<file path="config.mk">
export PLATFORM = sky130hd
export DESIGN_NAME = spec_ckpt_unit
export DESIGN_NICKNAME = d
export VERILOG_FILES = /design/src/rtl/spec_ckpt_pkg.sv /design/src/rtl/ckpt_regbank.sv /design/src/rtl/ckpt_ctx_latch.sv /design/src/rtl/ckpt_ctrl.sv /design/src/rtl/spec_ckpt_unit.sv
export SDC_FILE = /design/constraint.sdc
export NUM_CORES = 1
export LEC_CHECK = 0
export CORE_MARGIN = 2
export CORE_UTILIZATION = 29
export CTS_CLUSTER_SIZE = 30
export DETAILED_ROUTE_END_ITERATION = 8
export DONT_BUFFER_PORTS = 1
export GPL_TIMING_DRIVEN = 0
export PLACE_DENSITY = 0.44
export SYNTH_ARGS = -nofsm -noshare
export SYNTH_HDL_FRONTEND = slang
export SYNTH_SLANG_ARGS = --single-unit
</file>
<file path="constraint.sdc">
create_clock -name clk -period 4.3 [get_ports clk]
set_input_delay 0.86 -clock clk [delete_from_list [all_inputs] [get_ports clk]]
set_output_delay 0.86 -clock clk [all_outputs]
set_load 0.02 [all_outputs]
</file>
<file path="src/rtl/spec_ckpt_pkg.sv">
package spec_ckpt_pkg;

    localparam int PC_W = 32;
    localparam int ST_W = 8;

    typedef enum logic [1:0] {
        ST_IDLE     = 2'd0,
        ST_CKPT     = 2'd1,
        ST_ROLLBACK = 2'd2,
        ST_RESTORE  = 2'd3
    } ckpt_state_e;

    typedef struct packed {
        logic [PC_W-1:0] pc;
        logic [ST_W-1:0] status;
    } ckpt_ctx_t;

    function automatic logic walk_last(input int unsigned idx, input int unsigned n);
        return idx == (n - 1);
    endfunction

endpackage

</file>
<file path="src/rtl/ckpt_regbank.sv">
module ckpt_regbank #(
    parameter int NREG = 8,
    parameter int DW   = 32,
    parameter int NRD  = 1,
    localparam int AW  = $clog2(NREG)
) (
    input  logic          clk,
    input  logic          rst,
    input  logic          we,
    input  logic [AW-1:0] waddr,
    input  logic [DW-1:0] wdata,
    input  logic [AW-1:0] raddr [NRD],
    output logic [DW-1:0] rdata [NRD]
);
    logic [DW-1:0] mem [NREG];

    always_ff @(posedge clk) begin
        if (rst) begin
            for (int i = 0; i < NREG; i++) mem[i] <= '0;
        end else if (we) begin
            mem[waddr] <= wdata;
        end
    end

    for (genvar p = 0; p < NRD; p++) begin : g_rd
        assign rdata[p] = mem[raddr[p]];
    end
endmodule

</file>
<file path="src/rtl/ckpt_ctx_latch.sv">
module ckpt_ctx_latch
    import spec_ckpt_pkg::*;
(
    input  logic      clk,
    input  logic      rst,
    input  logic      capture,
    input  ckpt_ctx_t ctx_in,
    output ckpt_ctx_t ctx_out
);
    always_ff @(posedge clk) begin
        if (rst)          ctx_out <= '0;
        else if (capture) ctx_out <= ctx_in;
    end
endmodule

</file>
<file path="src/rtl/ckpt_ctrl.sv">
module ckpt_ctrl
    import spec_ckpt_pkg::*;
#(
    parameter int NREG = 8,
    localparam int AW  = $clog2(NREG)
) (
    input  logic          clk,
    input  logic          rst,
    input  logic          req_begin,
    input  logic          req_commit,
    input  logic          req_rollback,
    output ckpt_state_e   state,
    output logic [AW-1:0] walk_idx,
    output logic          copy_we,
    output logic          restore_we,
    output logic          ctx_capture,
    output logic          active,
    output logic          nest_err,
    output logic          redirect_valid
);
    ckpt_state_e   state_n;
    logic [AW-1:0] idx_n;
    logic          active_n;
    logic          last;

    assign last        = walk_last(32'(walk_idx), NREG);
    assign copy_we     = (state == ST_CKPT);
    assign restore_we  = (state == ST_RESTORE);
    assign ctx_capture = (state == ST_IDLE) && !active && req_begin;

    always_comb begin
        state_n  = state;
        idx_n    = walk_idx;
        active_n = active;
        unique case (state)
            ST_IDLE: begin
                if (!active && req_begin) begin
                    state_n = ST_CKPT;
                    idx_n   = '0;
                end else if (active && req_rollback) begin
                    state_n  = ST_ROLLBACK;
                    active_n = 1'b0;
                end else if (active && req_commit) begin
                    active_n = 1'b0;
                end
            end
            ST_CKPT: begin
                idx_n = walk_idx + 1'b1;
                if (last) begin
                    state_n  = ST_IDLE;
                    active_n = 1'b1;
                    idx_n    = '0;
                end
            end
            ST_ROLLBACK: begin
                state_n = ST_RESTORE;
                idx_n   = '0;
            end
            ST_RESTORE: begin
                idx_n = walk_idx + 1'b1;
                if (last) begin
                    state_n = ST_IDLE;
                    idx_n   = '0;
                end
            end
            default: state_n = ST_IDLE;
        endcase
    end

    always_ff @(posedge clk) begin
        if (rst) begin
            state          <= ST_IDLE;
            walk_idx       <= '0;
            active         <= 1'b0;
            nest_err       <= 1'b0;
            redirect_valid <= 1'b0;
        end else begin
            state          <= state_n;
            walk_idx       <= idx_n;
            active         <= active_n;
            redirect_valid <= (state == ST_RESTORE) && last;
            if (req_begin && (active || state == ST_CKPT))
                nest_err <= 1'b1;
        end
    end
endmodule

</file>
<file path="src/rtl/spec_ckpt_unit.sv">
module spec_ckpt_unit
    import spec_ckpt_pkg::*;
#(
    parameter int NREG = 8,
    parameter int DW   = 32,
    localparam int AW  = $clog2(NREG)
) (
    input  logic            clk,
    input  logic            rst,
    input  logic            req_begin,
    input  logic            req_commit,
    input  logic            req_rollback,
    input  logic [PC_W-1:0] cur_pc,
    input  logic [ST_W-1:0] cur_status,
    input  logic [AW-1:0]   rd_addr,
    output logic [DW-1:0]   rd_data,
    input  logic            wr_en,
    input  logic [AW-1:0]   wr_addr,
    input  logic [DW-1:0]   wr_data,
    output logic            stall,
    output logic            redirect_valid,
    output logic [PC_W-1:0] redirect_pc,
    output logic [ST_W-1:0] redirect_status,
    output logic            spec_active,
    output logic            nest_err
);
    ckpt_state_e   state;
    logic [AW-1:0] walk_idx;
    logic          copy_we, restore_we, ctx_capture;
    ckpt_ctx_t     ctx_in, ctx_saved;

    logic          live_we;
    logic [AW-1:0] live_waddr;
    logic [DW-1:0] live_wdata;
    logic [AW-1:0] live_raddr [2];
    logic [DW-1:0] live_rdata [2];
    logic [AW-1:0] shad_raddr [1];
    logic [DW-1:0] shad_rdata [1];

    ckpt_ctrl #(.NREG(NREG)) u_ctrl (
        .clk            (clk),
        .rst            (rst),
        .req_begin      (req_begin),
        .req_commit     (req_commit),
        .req_rollback   (req_rollback),
        .state          (state),
        .walk_idx       (walk_idx),
        .copy_we        (copy_we),
        .restore_we     (restore_we),
        .ctx_capture    (ctx_capture),
        .active         (spec_active),
        .nest_err       (nest_err),
        .redirect_valid (redirect_valid)
    );

    assign stall = (state != ST_IDLE);

    assign live_we    = restore_we || (wr_en && !stall);
    assign live_waddr = restore_we ? walk_idx      : wr_addr;
    assign live_wdata = restore_we ? shad_rdata[0] : wr_data;
    assign live_raddr[0] = rd_addr;
    assign live_raddr[1] = walk_idx;
    assign shad_raddr[0] = walk_idx;
    assign rd_data = live_rdata[0];

    ckpt_regbank #(.NREG(NREG), .DW(DW), .NRD(2)) u_live (
        .clk   (clk),
        .rst   (rst),
        .we    (live_we),
        .waddr (live_waddr),
        .wdata (live_wdata),
        .raddr (live_raddr),
        .rdata (live_rdata)
    );

    ckpt_regbank #(.NREG(NREG), .DW(DW), .NRD(1)) u_shadow (
        .clk   (clk),
        .rst   (rst),
        .we    (copy_we),
        .waddr (walk_idx),
        .wdata (live_rdata[1]),
        .raddr (shad_raddr),
        .rdata (shad_rdata)
    );

    assign ctx_in.pc     = cur_pc;
    assign ctx_in.status = cur_status;

    ckpt_ctx_latch u_ctx (
        .clk     (clk),
        .rst     (rst),
        .capture (ctx_capture),
        .ctx_in  (ctx_in),
        .ctx_out (ctx_saved)
    );

    assign redirect_pc     = ctx_saved.pc;
    assign redirect_status = ctx_saved.status;
endmodule

</file>
==> results by group, run 1 <==
Run status
  • Status: complete, no violations

Layout
  • Design Area, Final: 30,500 sq um
  • # fillers: approximately 9,000
  • Util after Layout: 0.333
  • Net count reported at finish: roughly 2,000
  • Share of layout cells above drive strength 1: 0.264
  • Antenna diodes: 0
  • Area Growth Syn to Fin: 14.1%

Synth
  • Number of enable flip-flop cells after synthesis: between 500 and 600
  • Async SR Flop Fraction: 0
  • Top post-synthesis cells by area: edfxtp_1 58%, mux4_2 16%, nor2_1 7.6%
  • Post-synthesis sequential area ratio: 0.614
  • Cell taking the most area after synthesis: edfxtp_1
  • Compound-Gate Fraction of Synth Area: 0.0220
  • Cells after Synth: approximately 1,800
  • Prevailing post-synth register cell: edfxtp_1
  • Ys Warns: 0
  • Syn Area/Cell: roughly 15 sq um
  • Main combinational cell family by area after synthesis: multiplexers
  • Post-Synth Adder-Cell Area: 0.000937
  • Synth Area in Simple Gates: 0.102
  • Synth cell types: 31
  • Post-synth top area share: 0.576
  • Syn_nets: ~1,900
  • Cell Area, Synth: between 20,000 and 30,000 sq um
  • Synth Area in XOR/XNOR: 0
  • Synth Register Bits: approximately 560
  • Post-synthesis mux area share: 0.229

Placed design
  • Placed instance area: 28,600 sq um
  • Port buffer count: 0
  • DP Wirelength: ~60,000 um
  • Gpl congestion: ~0.8

Timing
  • Slew HR: 0.240
  • Worst Clk Skew: 29.4 ps
  • RSZ-0062 raised after global routing: false
  • Worst-margin pin slew: approximately 1100 ps
  • Slew Viols, Final: 0
  • Max Clk Rate: roughly 0.24 GHz
  • Setup-failing EPs final: 0
  • Final critical-path required period: 4160 ps
  • Final hold viol count: 0
  • Crit share post-route: 0.968

Power
  • PD cells: between 400 and 500 nW/um^2
  • Tot Pwr: 12.6 mW
  • Leak Pwr: 10.1 nW
  • IR drop worst, VDD: roughly 0.31 mV

GRT
  • Global route overflow: 0
  • Total track usage: 0.181
  • Number of global-route vias before repair: about 17,000
  • First-pass GRT wire length: about 120,000 um
  • Initial antenna violation count: 7
  • Largest net degree at the start of global routing: 25

Die
  • Die Ht: 307 um
  • Die W: 307 um
  • Row cnt: approximately 110
  • Starting Density: 0.292
  • Core area: between 90,000 and 100,000 sq um
  • IO Count: 160
  • Die ar.: about 95,000 sq um

Job
  • Max cap viols: 0

Setup path
  • CP arrival: approximately 3300 ps
  • WP data required: between 3000 and 4000 ps
  • CP Class: in2out
  • R2R Path End: u_shadow.mem[6][24]
  • Worst Setup SP: rd_addr[1]
  • Startpoint Class: primary input
  • Worst R2R Start: u_ctrl.state[1]
  • R2R depth: 6
  • Crit path capture type: output port
  • Flop2flop setup slack: approximately 1200 ps
  • Crit-path max FO: 10

Detailed routing
  • Via Count: roughly 16,000
  • First drt pass iteration count: 5
  • Detail Route Antenna Nets: 0
  • First DRT Iteration DRCs: roughly 1,200
  • Via-to-Cell Ratio: 5.07
  • Final WL: around 85,000 um
  • Drt wl/cell: ~28 um
  • DR DRC count: 0

CTS
  • H-tree depth: 2
  • Worst-path clk slew: ~60 ps
  • CTS Root Buffer Type: clkbuf_16
  • Number of hold buffers added after cts: 0
  • TritonCTS clock tree: yes
  • # Post-CTS Setup Buffers: 0
  • Post_cts resized: 0
  • CTS Buffer Depth: 3
  • Inserted Clock Buffers: 60
  • CTS Sinks: ~560
  • Clk Latency, worst-skew pair: ~640 ps

Hold path
  • Hold endpoint: u_ctx.ctx_out[3]
  • Worst Hold Class: in2reg
  • Hold_sp: cur_status[3]
  • Hold path depth: 2
## flip-flops by register name (all words and copies together) (netlist names), named ones only
register,count
u_ctrl.active,1
u_ctrl.nest_err,1
u_ctrl.redirect_valid,1
u_ctrl.state,2
u_ctrl.walk_idx,3
u_ctx.ctx_out,40
u_live.mem,256
u_shadow.mem,256
## critical path: stages
cell and delay [ps]:
clkbuf_1 600, clkbuf_1 900, mux4_2 410, mux2_2 330, buf_4 180
## worst max path at each step
stage,endpoint,cells past startpoint
global placement,u_live.mem[6][22],4
detailed placement,rd_data[18],5
floorplan,rd_data[0],5
global route,rd_data[27],5
CTS,rd_data[18],5
finish,rd_data[27],5
## synthesized netlist by cell type (4+ instances only)
| cell | n |
|---|---|
| nor2_1 | 538 |
| edfxtp_1 | 512 |
| mux4_2 | 192 |
| nand2_1 | 99 |
| clkbuf_1 | 86 |
| mux2_2 | 67 |
| dfxtp_1 | 51 |
| mux2i_4 | 46 |
| a21oi_1 | 45 |
| buf_4 | 45 |
| nor3_1 | 21 |
| buf_2 | 17 |
| nand2b_1 | 16 |
| o21bai_4 | 16 |
| buf_6 | 7 |
| nor2b_1 | 6 |
| buf_1 | 5 |
| nor3b_1 | 4 |
## cell families (layout without fill, tap and decap cells)
family / after synthesis / after routing
AO/OA/AOI/OAI: 69 / 69
multiplexers: 305 / 305
flip-flops: 563 / 563
AND/OR/NAND/NOR: 694 / 694
buffers and inverters: 162 / 288
adder cells (fa/ha/maj): 2 / 2
## cell usage in the layout, fill, tap and decap left out, types with 3 or more instances in the layout
master and instances:
nor2_1 538, edfxtp_1 512, mux4_2 192, clkbuf_1 100, nand2_1 99, mux2_2 67, clkbuf_16 61, dfxtp_1 51
mux2i_4 46, a21oi_1 45, buf_4 45, nor3_1 21, buf_2 17, nand2b_2 16, o21bai_4 16, clkinv_1 14
clkinv_2 10, buf_12 10, buf_6 7, nor2b_1 6, clkbuf_8 6, buf_16 6, buf_1 5, nor3b_1 4
o21ai_0 3, nand3_1 3, bufinv_16 3
## cell type report
cell class | instances | area [sq um] | share of cell area
Sequential cell | 563 | 16400 | 0.538
Multi-Input combinational cell | 1070 | 9500 | 0.312
Clock buffer | 81 | 1660 | 0.0545
Tap cell | 1186 | 1480 | 0.0487
Buffer | 160 | 843 | 0.0277
Timing Repair Buffer | 16 | 365 | 0.0120
Clock inverter | 29 | 218 | 0.00714
Inverter | 2 | 7.51 | 0.000246
## stage by stage
stage                     setup TNS, ps  hold WS (ps)  instances  setup slack [ps]
after floorplan                       0           522       1795              1140
after global placement            -73.8           550       2981             -6.54
after detailed placement              0           554       2997               275
after CTS                             0           316       3107               270
after global routing                  0           331       3107               195
final                                 0           348       3107               138
## per-layer routing
layer | track usage | up-vias | wire length (um)
met1 | 0.239 | 8275 | 35900
met5 | 0 | - | 96
met3 | 0.0426 | 118 | 6360
li1 | - | 6801 | -
met2 | 0.301 | 555 | 41200
met4 | 0.0428 | 14 | 1890
## power breakdown
group	internal [mW]	leakage (nW)	switching (mW)
Sequential	6.18	5.73	0.114
Combinational	0.498	3.40	0.738
Clock	2.87	0.926	2.21
Total	9.55	10.1	3.06
Power figures use the tool's default switching activity.
==> run 2, diff against run 1 <==
- CAP_MARGIN: not set -> 20
- CORE_MARGIN: 2 -> not set
==> run 2 against run 1 <==
Effect of this change: highest routed layer unchanged; sequential share of layout area increased by 0.27 points; wire length is 0.54% higher; critical endpoint unchanged; sequential power about the same; hold slack worse by 1.4 ps; global-route usage up 0.31 points.
==> results by group, run 2 (same netlist as run 1, synthesis figures left out) <==
Timing
  • Hold Slack: 347 ps (-1.44 ps)
  • Slew Viols, Final: 0 (unchanged)
  • Slew HR: 0.287 (+0.0472)
  • RSZ-0062 raised after global routing: false
  • Setup-failing EPs final: 0 (unchanged)
  • Final critical-path required period: 4080 ps (-83.2 ps)
  • Final worst slack: 221 ps (+83.2 ps)
  • Final hold viol count: 0 (unchanged)
  • Worst Clk Skew: 31.7 ps (+2.30 ps)
  • Crit share post-route: 0.949 (-0.0194)
  • Worst-margin pin slew: 1070 ps (-70.8 ps)
  • Max Clk Rate: 0.245 GHz (+2.0%)

Setup path
  • Crit path capture type: output port
  • Crit path largest cell delay: 820 ps (-80 ps)
  • CP top delay family: buffers and inverters
  • CP Cell Sequence: clkbuf_1, clkbuf_1, mux4_2, mux2_2, buf_4
  • Crit-path max FO: 10 (unchanged)
  • CP Class: in2out
  • Cell mode on critical path: clkbuf_1
  • Worst path bufs/invs: 3 (unchanged)
  • WP data required: 3440 ps (about the same)
  • Startpoint Class: primary input
  • Slowest library cell on the worst path: clkbuf_1
  • CP arrival: 3220 ps (-80 ps)

Placed design
  • Gpl congestion: 0.823 (+0.16%)
  • DP Wirelength: 58,300 um (-0.64%)
  • Placed instance area: 28,500 sq um (-0.20%)
  • Port buffer count: 0 (unchanged)
  • Pre-CTS WS: 219 ps (-55.7 ps)
  • Post-placement cell count: 2,987 (-0.33%)

Detailed routing
  • Detail Route Antenna Nets: 0 (unchanged)
  • Drt wl/cell: 27.7 um (+0.77%)
  • Met2 wire length: 40,700 um (-1.2%)
  • Via-to-Cell Ratio: 5.12 (+1.0%)
  • First drt pass iteration count: 5 (unchanged)
  • DR DRC count: 0 (unchanged)
  • Final WL: 86,000 um (+0.54%)
  • First DRT Iteration DRCs: 1,393 (+16%)
  • Met1 wire length: 36,500 um (+1.4%)
  • Met3 WL: 6650 um (+4.6%)
  • Max Used Layer: met5
  • Via Count: 15,900 (+0.78%)

CTS
  • Inserted Clock Buffers: 59 (-1.7%)
  • CTS Root Buffer Type: clkbuf_16
  • Post_cts resized: 0 (unchanged)
  • CTS Sinks: 563 (unchanged)
  • CTS Buffer Depth: 3 (unchanged)
  • Clk Latency, worst-skew pair: 650 ps (about the same)
  • Number of hold buffers added after cts: 0 (unchanged)
  • TritonCTS clock tree: yes
  • Worst-path clk slew: 60 ps (about the same)
  • # Post-CTS Setup Buffers: 0 (unchanged)
  • H-tree depth: 2 (unchanged)

Layout
  • Register area: 16,400 sq um (unchanged)
  • Top Registers: u_live.mem x256, u_shadow.mem x256, u_ctx.ctx_out x40
  • Footprint of the multi-input gates: 9500 sq um (unchanged)
  • Share of layout cells above drive strength 1: 0.263 (-0.00104)
  • Final std cells w/o fill: 3,100 (-0.23%)
  • Design Area, Final: 30,300 sq um (-0.50%)
  • Util after Layout: 0.335 (+0.00185)
  • # fillers: 8,914 (-0.83%)
  • Area Growth Syn to Fin: 13.5%
  • Net count reported at finish: 1,959 (unchanged)
  • Commonest non-fill, non-tap cell in the layout: nor2_1
  • Commonest cells after routing, fill and taps aside: 538 x nor2_1, 512 x edfxtp_1, 192 x mux4_2

Power
  • IR drop worst, VDD: 0.271 mV (-13%)
  • P_int: 9.31 mW (-2.5%)
  • Sw Share: 0.247 (+0.00436)
  • Leak Pwr: 9.99 nW (-0.66%)
  • Sequential power share: 0.509 (+0.010)
  • Logic pwr share: 0.099 (about the same)
  • PD cells: 408 nW/um^2 (-1.4%)
  • Clock Power Share: 0.391 (-0.012)
  • NetSw: 3.06 mW (-0.17%)

GRT
  • Global route overflow: 0 (unchanged)
  • First-pass GRT wire length: 122,000 um (+0.48%)
  • Largest net degree at the start of global routing: 26 (+4.0%)
  • Initial antenna violation count: 9 (+2)
  • Total track usage: 0.184 (+0.00310)
  • Number of global-route vias before repair: 16,600 (-0.89%)

Die
  • Core area: 90,600 sq um (-1.1%)
  • IO Count: 160 (unchanged)
  • Starting Density: 0.295 (+0.00310)
  • Die W: 305 um (-0.65%)
  • Row cnt: 110 (-0.90%)
  • Die ar.: 93,300 sq um (-1.3%)
  • Die Ht: 305 um (-0.65%)

Hold path
  • Worst Hold Class: in2reg

Job
  • Max cap viols: 0 (unchanged)

Run status
  • Status: complete, no violations
run 2: cell count changes in the layout (fill, tap and decap cells not counted), moves of 2 or more:
cell       previous run  this run
diode_2               0         3
clkinv_2             10        16
clkbuf_16            61        59
buf_16                6         0
clkbuf_8              6         0
buf_12               10        16
clkbuf_1            100       102
run 2: worst paths after layout:
kind | start | endpoint | slack [ps] | cells after the start
worst min-delay path | cur_pc[7] | u_ctx.ctx_out[15] | 350 | 2
worst min register to register | u_ctx.ctx_out[30] | u_ctx.ctx_out[30] | 560 | 2
worst max register to register | u_ctrl.state[1] | u_shadow.mem[6][25] | 1180 | 6
worst max-delay path | rd_addr[1] | rd_data[27] | 220 | 5
run 2: metal layers:
layer	vias up	GRT usage
li1	6805	-
met1	8354	0.245
met2	593	0.298
met3	122	0.0456
met4	12	0.0493
met5	-	0
run 2: layout make-up:
class | instances | area share
repair buffers | 17 | 0.0111
well taps | 1176 | 0.0485
inverters | 2 | 0.000248
plain buffers | 160 | 0.0278
clock buffers | 75 | 0.0507
flip-flops and latches | 563 | 0.541
multi-input cells | 1070 | 0.313
diodes | 3 | 0.000248
clock inverters | 34 | 0.00743
run 2: through the flow:
step / power, mW / setup TNS, ps
detailed placement: 7.67 / 0
floorplan: 7.22 / 0
global placement: 7.62 / -3930
CTS: 12.5 / 0
global route: 12.8 / 0
finish: 12.4 / 0
run 2: worst register-to-register path: stages, from the launching register on:
cell      delay [ps]
dfxtp_1          310
buf_2            170
nor2b_1          250
nor3b_1          690
nand3_1          460
nand2b_2         620
buf_12           280
run 2: power groups by stage:
stage / Clock (mW) / Combinational, mW / Sequential (mW)
after floorplan: 0 / 0.841 / 6.38
after global placement: 0 / 1.20 / 6.42
after detailed placement: 0 / 1.26 / 6.42
after CTS: 4.95 / 1.26 / 6.30
after global routing: 5.14 / 1.30 / 6.32
final: 4.84 / 1.23 / 6.30
